## config.mk

```make
export PLATFORM = sky130hd
export DESIGN_NAME = flash_cmd_ctrl
export DESIGN_NICKNAME = d
export VERILOG_FILES = /design/src/rtl/flash_cmd_pkg.sv /design/src/rtl/flash_busy_timer.sv /design/src/rtl/flash_cmd_seq.sv /design/src/rtl/flash_byte_array.sv /design/src/rtl/flash_cmd_ctrl.sv
export SDC_FILE = /design/constraint.sdc
export NUM_CORES = 1
export LEC_CHECK = 0
export ABC_CLOCK_PERIOD_IN_PS = 5100
export BUFFER_PORTS_ARGS = -buffer_cell sky130_fd_sc_hd__clkbuf_2
export CORE_MARGIN = 4
export CORE_UTILIZATION = 51
export DETAILED_ROUTE_END_ITERATION = 10
export PLACE_DENSITY = 0.69
export SLEW_MARGIN = 20
export SYNTH_ARGS = -nofsm -noshare
export SYNTH_HDL_FRONTEND = slang
export SYNTH_SLANG_ARGS = --single-unit
```

## constraint.sdc

```tcl
create_clock -name clk -period 5.1 [get_ports clk]
set_input_delay 0.51 -clock clk [delete_from_list [all_inputs] [get_ports clk]]
set_output_delay 0.51 -clock clk [all_outputs]
set_load 0.02 [all_outputs]
```

## src/rtl/flash_cmd_pkg.sv

```systemverilog
package flash_cmd_pkg;

    localparam logic [7:0] CMD_VIEW_ARRAY  = 8'hFF;
    localparam logic [7:0] CMD_VIEW_STATUS = 8'h70;
    localparam logic [7:0] CMD_CLEAR_ERR   = 8'h50;
    localparam logic [7:0] CMD_PROGRAM     = 8'h40;
    localparam logic [7:0] CMD_ERASE       = 8'h20;
    localparam logic [7:0] CMD_ERASE_BLOCK = 8'hD0;

    typedef enum logic {
        VIEW_ARRAY,
        VIEW_STATUS
    } view_e;

    typedef enum logic [1:0] {
        SEQ_IDLE,
        SEQ_PROG_ARM,
        SEQ_ERASE_ARM,
        SEQ_BUSY
    } seq_e;

    typedef enum logic [1:0] {
        OP_NONE,
        OP_PROG,
        OP_ERASE_BLK,
        OP_ERASE_ALL
    } op_e;

    typedef struct packed {
        op_e        kind;
        logic [7:0] data;
    } job_t;

    function automatic logic [7:0] pack_status(input logic ready,
                                               input logic erase_err,
                                               input logic prog_err);
        return {ready, 1'b0, erase_err, prog_err, 4'b0000};
    endfunction

endpackage

```

## src/rtl/flash_busy_timer.sv

```systemverilog
module flash_busy_timer
    import flash_cmd_pkg::*;
#(
    parameter int PROG_CYC  = 4,
    parameter int ERASE_CYC = 8
) (
    input  logic clk,
    input  logic rst,
    input  logic start,
    input  logic start_erase,
    output logic busy,
    output logic done
);
    localparam int MAX_CYC = (PROG_CYC > ERASE_CYC) ? PROG_CYC : ERASE_CYC;
    localparam int CNT_W   = $clog2(MAX_CYC + 1);

    logic [CNT_W-1:0] cnt_q;
    logic             busy_q;

    assign busy = busy_q;
    assign done = busy_q && (cnt_q == '0);

    always_ff @(posedge clk) begin
        if (rst) begin
            busy_q <= 1'b0;
            cnt_q  <= '0;
        end else if (start) begin
            busy_q <= 1'b1;
            cnt_q  <= start_erase ? CNT_W'(ERASE_CYC - 1) : CNT_W'(PROG_CYC - 1);
        end else if (busy_q) begin
            if (cnt_q == '0) busy_q <= 1'b0;
            else             cnt_q  <= cnt_q - 1'b1;
        end
    end


    start_when_idle_chk: assert property (@(posedge clk) disable iff (rst)
        start |-> !busy);


    busy_holds_chk: assert property (@(posedge clk) disable iff (rst)
        busy && !done |=> busy);

endmodule

```

## src/rtl/flash_cmd_seq.sv

```systemverilog
module flash_cmd_seq
    import flash_cmd_pkg::*;
#(
    parameter int ADDR_W = 6,
    parameter int BLK_W  = 4
) (
    input  logic              clk,
    input  logic              rst,
    input  logic              we,
    input  logic [ADDR_W-1:0] addr,
    input  logic [7:0]        wdata,
    input  logic              busy,
    input  logic              done,
    input  logic              prog_fail,
    output logic              start,
    output logic              start_erase,
    output job_t              job,
    output logic [ADDR_W-1:0] job_addr,
    output view_e             view,
    output logic [7:0]        status
);
    seq_e              st_q;
    view_e             view_q;
    logic              prog_err_q;
    logic              erase_err_q;
    job_t              job_q;
    logic [ADDR_W-1:0] job_addr_q;
    logic              accept;
    logic              blk_top;

    assign accept   = we && !busy;
    assign blk_top  = &addr[BLK_W-1:0];
    assign job      = job_q;
    assign job_addr = job_addr_q;
    assign view     = view_q;
    assign status   = pack_status(!busy, erase_err_q, prog_err_q);

    always_comb begin
        start       = 1'b0;
        start_erase = 1'b0;
        if (accept) begin
            if (st_q == SEQ_PROG_ARM) begin
                start = 1'b1;
            end else if (st_q == SEQ_ERASE_ARM) begin
                if ((wdata == CMD_ERASE_BLOCK && blk_top) || wdata == CMD_ERASE) begin
                    start       = 1'b1;
                    start_erase = 1'b1;
                end
            end
        end
    end

    always_ff @(posedge clk) begin
        if (rst) begin
            st_q        <= SEQ_IDLE;
            view_q      <= VIEW_ARRAY;
            prog_err_q  <= 1'b0;
            erase_err_q <= 1'b0;
            job_q       <= '{kind: OP_NONE, data: 8'h00};
            job_addr_q  <= '0;
        end else begin
            if (done) begin
                st_q <= SEQ_IDLE;
                if (job_q.kind == OP_PROG && prog_fail) prog_err_q <= 1'b1;
            end
            if (accept) begin
                case (st_q)
                    SEQ_IDLE: begin
                        case (wdata)
                            CMD_VIEW_ARRAY:  view_q <= VIEW_ARRAY;
                            CMD_VIEW_STATUS: view_q <= VIEW_STATUS;
                            CMD_CLEAR_ERR: begin
                                prog_err_q  <= 1'b0;
                                erase_err_q <= 1'b0;
                            end
                            CMD_PROGRAM:     st_q <= SEQ_PROG_ARM;
                            CMD_ERASE:       st_q <= SEQ_ERASE_ARM;
                            default: ;
                        endcase
                    end
                    SEQ_PROG_ARM: begin
                        st_q       <= SEQ_BUSY;
                        view_q     <= VIEW_STATUS;
                        job_q      <= '{kind: OP_PROG, data: wdata};
                        job_addr_q <= addr;
                    end
                    SEQ_ERASE_ARM: begin
                        view_q <= VIEW_STATUS;
                        if (start) begin
                            st_q       <= SEQ_BUSY;
                            job_q      <= '{kind: (wdata == CMD_ERASE) ? OP_ERASE_ALL : OP_ERASE_BLK,
                                            data: 8'hFF};
                            job_addr_q <= addr;
                        end else begin
                            st_q        <= SEQ_IDLE;
                            erase_err_q <= 1'b1;
                        end
                    end
                    default: ;
                endcase
            end
        end
    end


    auto_status_chk: assert property (@(posedge clk) disable iff (rst)
        start |=> view_q == VIEW_STATUS);


    clear_err_chk: assert property (@(posedge clk) disable iff (rst)
        accept && st_q == SEQ_IDLE && wdata == CMD_CLEAR_ERR |=> !prog_err_q && !erase_err_q);


    prog_err_sticky_chk: assert property (@(posedge clk) disable iff (rst)
        prog_err_q && !(accept && st_q == SEQ_IDLE && wdata == CMD_CLEAR_ERR) |=> prog_err_q);


    bad_erase_chk: assert property (@(posedge clk) disable iff (rst)
        accept && st_q == SEQ_ERASE_ARM && !start |=> erase_err_q && view_q == VIEW_STATUS);


    busy_write_drop_chk: assert property (@(posedge clk) disable iff (rst)
        busy && we |=> $stable(view_q) && $stable(erase_err_q));

endmodule

```

## src/rtl/flash_byte_array.sv

```systemverilog
module flash_byte_array
    import flash_cmd_pkg::*;
#(
    parameter int ADDR_W = 6,
    parameter int BLK_W  = 4
) (
    input  logic              clk,
    input  logic              rst,
    input  logic              commit,
    input  job_t              job,
    input  logic [ADDR_W-1:0] job_addr,
    input  logic [ADDR_W-1:0] rd_addr,
    output logic [7:0]        rd_data,
    output logic              prog_fail
);
    localparam int DEPTH = 1 << ADDR_W;

    logic [7:0] mem [DEPTH];

    assign rd_data   = mem[rd_addr];
    assign prog_fail = (mem[job_addr] & job.data) != job.data;

    always_ff @(posedge clk) begin
        if (rst) begin
            for (int i = 0; i < DEPTH; i++) mem[i] <= 8'hFF;
        end else if (commit) begin
            case (job.kind)
                OP_PROG: mem[job_addr] <= mem[job_addr] & job.data;
                OP_ERASE_BLK: begin
                    for (int i = 0; i < DEPTH; i++) begin
                        if ((ADDR_W'(i) >> BLK_W) == (job_addr >> BLK_W)) mem[i] <= 8'hFF;
                    end
                end
                OP_ERASE_ALL: begin
                    for (int i = 0; i < DEPTH; i++) mem[i] <= 8'hFF;
                end
                default: ;
            endcase
        end
    end

endmodule

```

## src/rtl/flash_cmd_ctrl.sv

```systemverilog
module flash_cmd_ctrl
    import flash_cmd_pkg::*;
#(
    parameter int ADDR_W    = 6,
    parameter int BLK_W     = 4,
    parameter int PROG_CYC  = 4,
    parameter int ERASE_CYC = 8
) (
    input  logic              clk,
    input  logic              rst,
    input  logic              bus_we,
    input  logic [ADDR_W-1:0] bus_addr,
    input  logic [7:0]        bus_wdata,
    output logic [7:0]        bus_rdata,
    output logic              rdy
);
    logic              start, start_erase, busy, done, prog_fail;
    job_t              job;
    logic [ADDR_W-1:0] job_addr;
    view_e             view;
    logic [7:0]        status, arr_byte;

    flash_cmd_seq #(.ADDR_W(ADDR_W), .BLK_W(BLK_W)) u_seq (
        .clk, .rst, .we(bus_we), .addr(bus_addr), .wdata(bus_wdata),
        .busy, .done, .prog_fail, .start, .start_erase,
        .job, .job_addr, .view, .status
    );

    flash_busy_timer #(.PROG_CYC(PROG_CYC), .ERASE_CYC(ERASE_CYC)) u_timer (
        .clk, .rst, .start, .start_erase, .busy, .done
    );

    flash_byte_array #(.ADDR_W(ADDR_W), .BLK_W(BLK_W)) u_array (
        .clk, .rst, .commit(done), .job, .job_addr,
        .rd_addr(bus_addr), .rd_data(arr_byte), .prog_fail
    );

    assign bus_rdata = (view == VIEW_STATUS) ? status : arr_byte;
    assign rdy       = !busy;

endmodule

```

==> summary.md, run 1 <==
| Metric | Value |
|---|---|
| Final layout net count | `2,014` |
| Cell with the most instances on the worst path | `sky130_fd_sc_hd__mux4_2` |
| Adder and majority cell fraction of the synthesized area | `0.268%` |
| Router iterations before antenna repair | `6` |
| Multiplexer fraction of the synthesized cell area | `24.9%` |
| Routed len/inst | `30.1 µm` |
| Share of the synthesized area in the top cell type | `54.8%` |
| GR Util All Layers | `27.9%` |
| DRC Markers | `0` |
| Number of hold violations in the final report | `0` |
| Crit path launch type | `primary input` |
| Worst setup slack for register-to-register paths | `1310 ps` |
| Clock period minus worst slack | `3870 ps` |
| Starting density of the core | `51.8%` |
| First-pass GRT wire length | `121,000 µm` |
| Library cell with the largest summed area after synthesis | `sky130_fd_sc_hd__edfxtp_1` |
| Capturing element of the worst setup path | `bus_rdata[7]` |
| Total number of cells along the worst setup path | `7` |
| Static Leak | `0.00733 µW` |
| Horiz. Die Dim | `243 µm` |
| Count of different cell masters after synthesis | `59` |
| Count of flip-flops with a built-in enable after synthesis | `512` |
| Required arrival time at the worst endpoint | `4590 ps` |
| Pwr per Cell Area | `318 nW/µm²` |
| Number of buffers created by CTS | `56` |
| Max capacitance violation total | `0` |
| Grt met3 use | `5.25%` |
| Worst IR Drop VDD | `275 µV` |
| Count of endpoints failing setup in the final report | `0` |
| Logic gate share of total power | `6.8%` |
| Critical path's largest stage delay | `620 ps` |
| Compound-gate portion of the synthesized area | `3.93%` |
| Post-synthesis async set-or-reset flop share | `0%` |
| Floorplan die height | `243 µm` |
| Setup bufs post-CTS | `0` |
| H-tree levels | `2` |
| Setup WS post-layout | `1230 ps` |
| Total of fill cells in the finished design | `4,126` |
| Outcome | `completed` |
| CTS tree | `done` |
| CP Launch Point | `bus_addr[0]` |
| Maximum clock path buffer count | `3` |
| Post-Synth XOR/XNOR Area | `0.0625%` |
| Global route hottest layer | `met2` |
| CP Capture Type | `output pin` |
| Part of the total power dissipated in sequential elements | `49.7%` |
| Synthesized netlist net count | `1,994` |
| YS warnings | `0` |
| Mean instance size in the synthesized netlist | `14.2 µm²` |
| DRT antenna net count | `0` |
| Gate count of the mapped netlist | `1,971` |
| Half-perimeter wire length after detailed placement | `57,300 µm` |
| Peak Freq | `0.258 GHz` |
| Commonest cells after routing, fill and taps aside | `542 x sky130_fd_sc_hd__nand2_1, 512 x sky130_fd_sc_hd__edfxtp_1, 293 x sky130_fd_sc_hd__mux4_2` |
| Kind of cell adding the most delay to the critical path | `multiplexers` |
| Highest fanout seen on the critical path | `31` |
| Worst path arrival time | `3360 ps` |
| Main combinational cell family by area after synthesis | `multiplexers` |
| Pin count of the biggest net entering global routing | `65` |
| Final number of max-transition violations | `0` |
| Clock-pin slew reported for the worst setup and hold paths after clock tree synthesis | `60 ps` |
| Main synth FF type | `sky130_fd_sc_hd__edfxtp_1` |
| Internal power summed over all cells | `7640 µW` |
| Transition at the pin with the smallest max-transition slack | `1130 ps` |
| Number of port buffers | `25` |
| Buffer cell driving the clock tree root | `sky130_fd_sc_hd__clkbuf_16` |
| Total congestion overflow | `0` |
| Std-Cell Core Area | `54,100 µm²` |
| Clk_skew | `13.3 ps` |
| Worst reg-to-reg path cell count | `8` |
| Area contributors post-synth | `sky130_fd_sc_hd__edfxtp_1 55%, sky130_fd_sc_hd__mux4_2 24%, sky130_fd_sc_hd__nand2_1 7.3%` |
| Net load switching power | `2250 µW` |
| Final RePlAce weighted congestion | `0.966` |
| Summed negative setup slack over all endpoints | `0 ps` |
| Routing usage on met2 | `43.6%` |
| Hold WC Path Type | `primary input to flip-flop` |
| Standard-cell row count | `85` |
| CP bufs+invs | `3` |
| Post-synthesis share of cell area spent on and, or, nand and nor gates | `10.8%` |
| Detailed-route wire length | `82,100 µm` |
| Most common library cell in the layout ignoring fill and taps | `sky130_fd_sc_hd__nand2_1` |
| Worst slack after detailed placement | `1210 ps` |
| RSZ-0062 raised after global routing | `no` |
| Via count of the first global-routing pass | `18,600` |
| Area overhead of the layout relative to synthesis | `10.9%` |
| Global Route met1 Usage | `38.4%` |
| Area of the die | `58,800 µm²` |
| Share of total power consumed by net switching | `22.8%` |
| Register bit total from synthesis | `544` |
| Antenna violations before repair | `1` |
| Post-CTS Hold Fix Bufs | `0` |
| Proportion of synthesized chip area in sequential cells | `57.1%` |
| Via-to-Cell Ratio | `6.88` |
| Fraction of layout instances using a drive strength above 1 | `26.5%` |
| First-iteration detailed-routing DRC count | `3,104` |
| Post-Route Utilization | `57.5%` |
| Share of power burned in the clock network | `43.5%` |
| Worst rel slew slack | `24.7%` |
| Critical path start-end classification | `primary input to output pin` |
| Cells traversed along the worst timing path | `clkbuf_8 -> buf_4 -> mux4_2 -> mux4_2 -> mux4_2 -> mux2_2 -> clkbuf_2` |
| Gates resized, CTS repair | `0` |
| Via Count | `18,800` |
| Clock insertion delay at the later pin of the skew report | `620 ps` |
| Capture instance of the worst register-to-register path | `u_array.mem[18][7]$_SDFFCE_PN1P_` |
| Standard cell with the maximum stage delay on the critical path | `sky130_fd_sc_hd__mux4_2` |
| Area of the mapped netlist | `28,000 µm²` |
| Num ports | `26` |
| Final Total Pwr | `9890 µW` |
| Final worst-path cycle share | `75.9%` |
| Clock Sinks | `544` |
| Antenna Diode Count | `0` |
final cells by class:
type	instances	area (µm²)	area share [%]
clock buffer	68	1470	4.72
clock inverter	31	422	1.36
inverter	11	41.3	0.133
multi-input combinational	1252	11200	36.1
sequential	544	16000	51.5
tap	696	871	2.80
timing repair buffer	126	1060	3.40
power by group through the flow:
stage	Sequential (µW)	Clock, µW	Combinational (µW)
final	4920	4300	673
after CTS	4920	4300	668
after detailed placement	5010	0	665
after global routing	4920	4490	713
after global placement	5010	0	653
after floorplan	4990	0	447
how the worst min path moves through the flow:
stage | cells past startpoint | slack [ps] | endpoint | from
floorplan | 1 | 460 | u_seq.prog_err_q$_SDFF_PP0_ | u_seq.prog_err_q$_SDFF_PP0_
global placement | 1 | 490 | u_seq.prog_err_q$_SDFF_PP0_ | u_seq.prog_err_q$_SDFF_PP0_
detailed placement | 1 | 500 | u_seq.prog_err_q$_SDFF_PP0_ | u_seq.prog_err_q$_SDFF_PP0_
CTS | 3 | 220 | u_seq.job[3]$_SDFFE_PP0P_ | bus_wdata[3]
global route | 3 | 250 | u_seq.job[3]$_SDFFE_PP0P_ | bus_wdata[3]
finish | 3 | 230 | u_seq.job[3]$_SDFFE_PP0P_ | bus_wdata[3]
worst reg2reg max path, stage by stage, from the launching register on:
cell and delay (ps):
sky130_fd_sc_hd__dfxtp_4 720, sky130_fd_sc_hd__buf_4 420, sky130_fd_sc_hd__mux4_2 610, sky130_fd_sc_hd__o22ai_1 180, sky130_fd_sc_hd__o21ai_0 370, sky130_fd_sc_hd__a2bb2oi_1 320
sky130_fd_sc_hd__nand2b_2 170, sky130_fd_sc_hd__buf_4 510, sky130_fd_sc_hd__nand2_1 210
routing by layer:
layer  vias to the layer above  part of all wire, %
met5                         -                0.015
met4                         2                  5.3
met3                       230                   11
met2                      1279                   47
met1                      9622                   37
li1                       7645                    -
stage by stage:
step	std cells	instance area, µm²	hold slack [ps]
floorplan	1971	28000	463
finish	2728	31100	227
CTS	2728	31100	215
global placement	2629	29200	492
global route	2728	31100	245
detailed placement	2629	29200	504
kinds of logic after synthesis:
logic type               count (synthesis)
AO/OA/AOI/OAI                          171
XOR/XNOR                                 2
adder cells (fa/ha/maj)                  6
buffers and inverters                  175
flip-flops                             544
multiplexers                           331
AND/OR/NAND/NOR                        742
flip-flops by register name, summed over array words and instances (netlist names), named ones only:
register and count:
u_seq.job 10, u_seq.view 1, u_timer.busy 1, u_seq.prog_err_q 1, u_seq.erase_err_q 1, u_seq.st_q 2
u_array.mem 512, u_seq.job_addr 6, u_timer.cnt_q 4
cell usage after synthesis, types with 7 or more instances:
| cell | number |
|---|---|
| sky130_fd_sc_hd__mux2_2 | 10 |
| sky130_fd_sc_hd__a21oi_1 | 11 |
| sky130_fd_sc_hd__edfxtp_1 | 512 |
| sky130_fd_sc_hd__buf_2 | 68 |
| sky130_fd_sc_hd__a221oi_1 | 11 |
| sky130_fd_sc_hd__dfxtp_1 | 32 |
| sky130_fd_sc_hd__a32oi_1 | 7 |
| sky130_fd_sc_hd__buf_1 | 16 |
| sky130_fd_sc_hd__nand3b_1 | 7 |
| sky130_fd_sc_hd__mux2i_1 | 28 |
| sky130_fd_sc_hd__a211oi_1 | 12 |
| sky130_fd_sc_hd__mux4_2 | 293 |
| sky130_fd_sc_hd__inv_1 | 8 |
| sky130_fd_sc_hd__nand3_1 | 14 |
| sky130_fd_sc_hd__nor3_1 | 10 |
| sky130_fd_sc_hd__o22ai_1 | 12 |
| sky130_fd_sc_hd__o21ai_0 | 83 |
| sky130_fd_sc_hd__clkbuf_1 | 59 |
| sky130_fd_sc_hd__buf_4 | 19 |
| sky130_fd_sc_hd__nand2_1 | 542 |
| sky130_fd_sc_hd__nor2b_1 | 13 |
| sky130_fd_sc_hd__nand2b_1 | 16 |
| sky130_fd_sc_hd__nor2_1 | 108 |
Power figures use the tool's default switching activity.
==> inputs of run 2 (changes only) <==
--- a/config.mk
+++ b/config.mk
@@ -5,7 +5,8 @@
 export SDC_FILE = /design/constraint.sdc
 export NUM_CORES = 1
 export LEC_CHECK = 0
-export ABC_CLOCK_PERIOD_IN_PS = 5100
+export ABC_AREA = 1
+export ABC_CLOCK_PERIOD_IN_PS = 3700
 export BUFFER_PORTS_ARGS = -buffer_cell sky130_fd_sc_hd__clkbuf_2
 export CORE_MARGIN = 4
 export CORE_UTILIZATION = 51
==> constraint.sdc (replaced) <==
create_clock -name clk -period 3.7 [get_ports clk]
set_input_delay 0.37 -clock clk [delete_from_list [all_inputs] [get_ports clk]]
set_output_delay 0.37 -clock clk [all_outputs]
set_load 0.02 [all_outputs]
==> run 2 against run 1 <==
Critical path type unchanged. Sequential share of layout area is 2.7 points lower. Critical endpoint is now bus_rdata[3]. Die area is 6.6% higher. Largest power group unchanged. Clock skew is 23 ps higher.
==> summary.md, run 2 <==
| Metric | Value |
|---|---|
| DRC Markers | `0 (unchanged)` |
| Via Count | `27,400 (+46%)` |
| Main synth FF type | `sky130_fd_sc_hd__edfxtp_1` |
| Floorplan die height | `250 µm (+3.2%)` |
| Half-perimeter wire length after detailed placement | `66,000 µm (+15%)` |
| Non-Filler Cell Area, Final | `32,900 µm² (+5.6%)` |
| Required arrival time at the worst endpoint | `3330 ps (-1260 ps)` |
| Critical path's largest stage delay | `420 ps (-200 ps)` |
| Placed cells | `4,250 (+62%)` |
| Num ports | `26 (unchanged)` |
| GR Util All Layers | `32.1% (+4.2 points)` |
| Most common library cell in the layout ignoring fill and taps | `sky130_fd_sc_hd__nand2_1` |
| Register bank with the most flops | `u_array.mem` |
| Max capacitance violation total | `0 (unchanged)` |
| Via-to-Cell Ratio | `6.29 (-8.6%)` |
| Count of different cell masters after synthesis | `43 (-27%)` |
| Cells traversed along the worst timing path | `buf_6 -> buf_12 -> o21ai_0 -> o221ai_1 -> nand3_1 -> o211ai_1 -> o211ai_1 -> a21oi_1 -> clkbuf_2` |
| Pwr per Cell Area | `444 nW/µm² (+40%)` |
| Critical path start-end classification | `primary input to output pin` |
| Total congestion overflow | `0 (unchanged)` |
| Router iterations before antenna repair | `6 (unchanged)` |
| Mean instance size in the synthesized netlist | `8.34 µm² (-41%)` |
| DRT antenna net count | `0 (unchanged)` |
| Clk_skew | `36.1 ps (+22.8 ps)` |
| Cell types with the highest counts after synthesis | `1,229 x sky130_fd_sc_hd__nand2_1, 512 x sky130_fd_sc_hd__edfxtp_1, 486 x sky130_fd_sc_hd__nand3_1` |
| Non-filler cells, final | `4,358 (+60%)` |
| Register bit total from synthesis | `544 (unchanged)` |
| Final worst-path cycle share | `87.3%` |
| Via count of the first global-routing pass | `25,200 (+35%)` |
| CP Capture Type | `output pin` |
| Count of flip-flops with a built-in enable after synthesis | `512 (unchanged)` |
| Horiz. Die Dim | `250 µm (+3.2%)` |
| Gate count of the mapped netlist | `3,593 (+82%)` |
| Kind of cell adding the most delay to the critical path | `compound AO/OA/AOI/OAI gates` |
| Count of endpoints failing setup in the final report | `0 (unchanged)` |
| Pin count of the biggest net entering global routing | `143 (+120%)` |
| Gates resized, CTS repair | `0 (unchanged)` |
| Worst path arrival time | `2860 ps (-500 ps)` |
| Antenna Diode Count | `0 (unchanged)` |
| Final number of max-transition violations | `0 (unchanged)` |
| Post-CTS Hold Fix Bufs | `0 (unchanged)` |
| Area overhead of the layout relative to synthesis | `9.65%` |
| Area of the die | `62,700 µm² (+6.6%)` |
| Standard-cell row count | `88 (+3.5%)` |
| Transition at the pin with the smallest max-transition slack | `1070 ps (-61.6 ps)` |
| Clock-pin slew reported for the worst setup and hold paths after clock tree synthesis | `60 ps (about the same)` |
| Number of hold violations in the final report | `0 (unchanged)` |
| Placed instance area | `30,900 µm² (+5.9%)` |
| Maximum clock path buffer count | `3 (unchanged)` |
| Commonest cells after routing, fill and taps aside | `1,229 x sky130_fd_sc_hd__nand2_1, 512 x sky130_fd_sc_hd__edfxtp_1, 486 x sky130_fd_sc_hd__nand3_1` |
| Highest fanout seen on the critical path | `58 (+87%)` |
| First-iteration detailed-routing DRC count | `5,014 (+62%)` |
| Static Leak | `0.0107 µW (+46%)` |
| Proportion of synthesized chip area in sequential cells | `53.5% (-3.6 points)` |
| Final layout net count | `3,568 (+77%)` |
| Buffer cell driving the clock tree root | `sky130_fd_sc_hd__clkbuf_16` |
| First-pass GRT wire length | `156,000 µm (+29%)` |
| Number of port buffers | `25 (unchanged)` |
| H-tree levels | `2 (unchanged)` |
| Standard cell with the maximum stage delay on the critical path | `sky130_fd_sc_hd__buf_6` |
| Setup bufs post-CTS | `0 (unchanged)` |
| Starting density of the core | `51.7% (-0.078 points)` |
| CP bufs+invs | `3 (unchanged)` |
| Library cell with the largest summed area after synthesis | `sky130_fd_sc_hd__edfxtp_1` |
| Number of buffers created by CTS | `58 (+3.6%)` |
| YS warnings | `0 (unchanged)` |
| Crit path launch type | `primary input` |
| Area of the mapped netlist | `30,000 µm² (+6.8%)` |
| Fraction of layout instances using a drive strength above 1 | `8.02% (-18 points)` |
| Synthesized netlist net count | `3,616 (+81%)` |
| Clock period minus worst slack | `3230 ps` |
| Detailed-route wire length | `103,000 µm (+26%)` |
| Peak Freq | `0.310 GHz` |
| RSZ-0062 raised after global routing | `no` |
| Hold WC Path Type | `primary input to flip-flop` |
| Final RePlAce weighted congestion | `0.957 (-0.96%)` |
| Routed len/inst | `23.7 µm (-21%)` |
| Clock insertion delay at the later pin of the skew report | `650 ps (+30 ps)` |
| Std-Cell Core Area | `57,900 µm² (+7.0%)` |
| Worst IR Drop VDD | `370 µV (+35%)` |
| Clock Sinks | `544 (unchanged)` |
| Worst rel slew slack | `28.8% (+4.1 points)` |
| Post-Route Utilization | `56.7% (-0.76 points)` |
| Antenna violations before repair | `0 (-1)` |
| Summed negative setup slack over all endpoints | `0 ps (unchanged)` |
| Share of the synthesized area in the top cell type | `51.3% (-3.5 points)` |
| Area contributors post-synth | `sky130_fd_sc_hd__edfxtp_1 51%, sky130_fd_sc_hd__nand2_1 15%, sky130_fd_sc_hd__nand3_1 8.1%` |
| Outcome | `completed` |
| Most frequent cell after synthesis | `sky130_fd_sc_hd__nand2_1` |
| Number of flip-flops in the largest register | `512 (unchanged)` |
| Post-synthesis async set-or-reset flop share | `0% (unchanged)` |
| Cell with the most instances on the worst path | `sky130_fd_sc_hd__o211ai_1` |
| CTS tree | `done` |
-- run 2: cell types whose count changed in the layout (fill, tap and decap cells not counted), moves of 18 or more --
cell                       change
sky130_fd_sc_hd__nand2_1     +687
sky130_fd_sc_hd__nand3_1     +472
sky130_fd_sc_hd__mux4_2      -293
sky130_fd_sc_hd__o21ai_0     +288
sky130_fd_sc_hd__nor2_1      +248
sky130_fd_sc_hd__o22ai_1      +59
sky130_fd_sc_hd__inv_1        +52
sky130_fd_sc_hd__o221ai_1     +47
sky130_fd_sc_hd__a21oi_1      +34
sky130_fd_sc_hd__buf_4        +33
sky130_fd_sc_hd__mux2i_1      -28
sky130_fd_sc_hd__o211ai_1     +18
-- run 2: stage by stage --
stage / hold WS [ps] / worst slack [ps] / total power, µW
4_1_cts: 42.7 / 606 / 14500
2_1_floorplan: 426 / 1150 / 8030
3_3_place_gp: 442 / 641 / 8670
5_1_grt: 79.0 / 331 / 15000
6_report: 63.7 / 472 / 14600
3_5_place_dp: 446 / 613 / 8680
-- run 2: tightest hold or removal path: stages --
cell                       delay [ps]
sky130_fd_sc_hd__clkbuf_2         100
sky130_fd_sc_hd__o21ai_0           80
sky130_fd_sc_hd__a21oi_1          110
-- run 2: routing by layer --
metal / vias up / track usage, % / routed length [µm]
li1: 12300 / - / -
met1: 12700 / 45.3 / 39000
met2: 2118 / 48.2 / 44700
met3: 352 / 7.36 / 14300
met4: 0 / 13.1 / 5030
met5: - / 0 / 0
-- run 2: report_power, final --
group	switching (µW)	total (µW)	internal [µW]
logic	1380	1870	492
registers	39.3	6760	6720
clock network	2520	5960	3440
total	3940	14600	10700
-- run 2: cell type report --
cell class	instances	area (µm²)
clock buffer	72	1500
clock inverter	36	403
fill	5230	25100
inverter	76	302
multi-input combinational	2690	12000
sequential	544	16000
tap	765	957
timing repair buffer	175	1620
-- run 2: logic make-up (layout without fill, tap and decap cells) --
family | Yosys count | after routing | share of synthesized area [%]
buffers and inverters | 359 | 359 | 6.36
DFF | 544 | 544 | 53.5
xor gates and xnor gates | 1 | 1 | 0.0292
AOI/OAI and AO/OA | 576 | 576 | 11.0
adders and majority gates | 6 | 6 | 0.251
and+or+nand+nor | 2107 | 2107 | 28.9
-- run 2: worst paths after layout --
path,slack [ps],cells past startpoint,from,end
setup / recovery,470,9,bus_addr[0],bus_rdata[3]
hold / removal,60,3,bus_wdata[1],u_seq.job[1]$_SDFFE_PP0P_
setup reg to reg,550,12,flip-flop,u_array.mem[63][0]$_SDFFCE_PN1P_
hold reg to reg,450,2,u_seq.prog_err_q$_SDFF_PP0_,u_seq.prog_err_q$_SDFF_PP0_
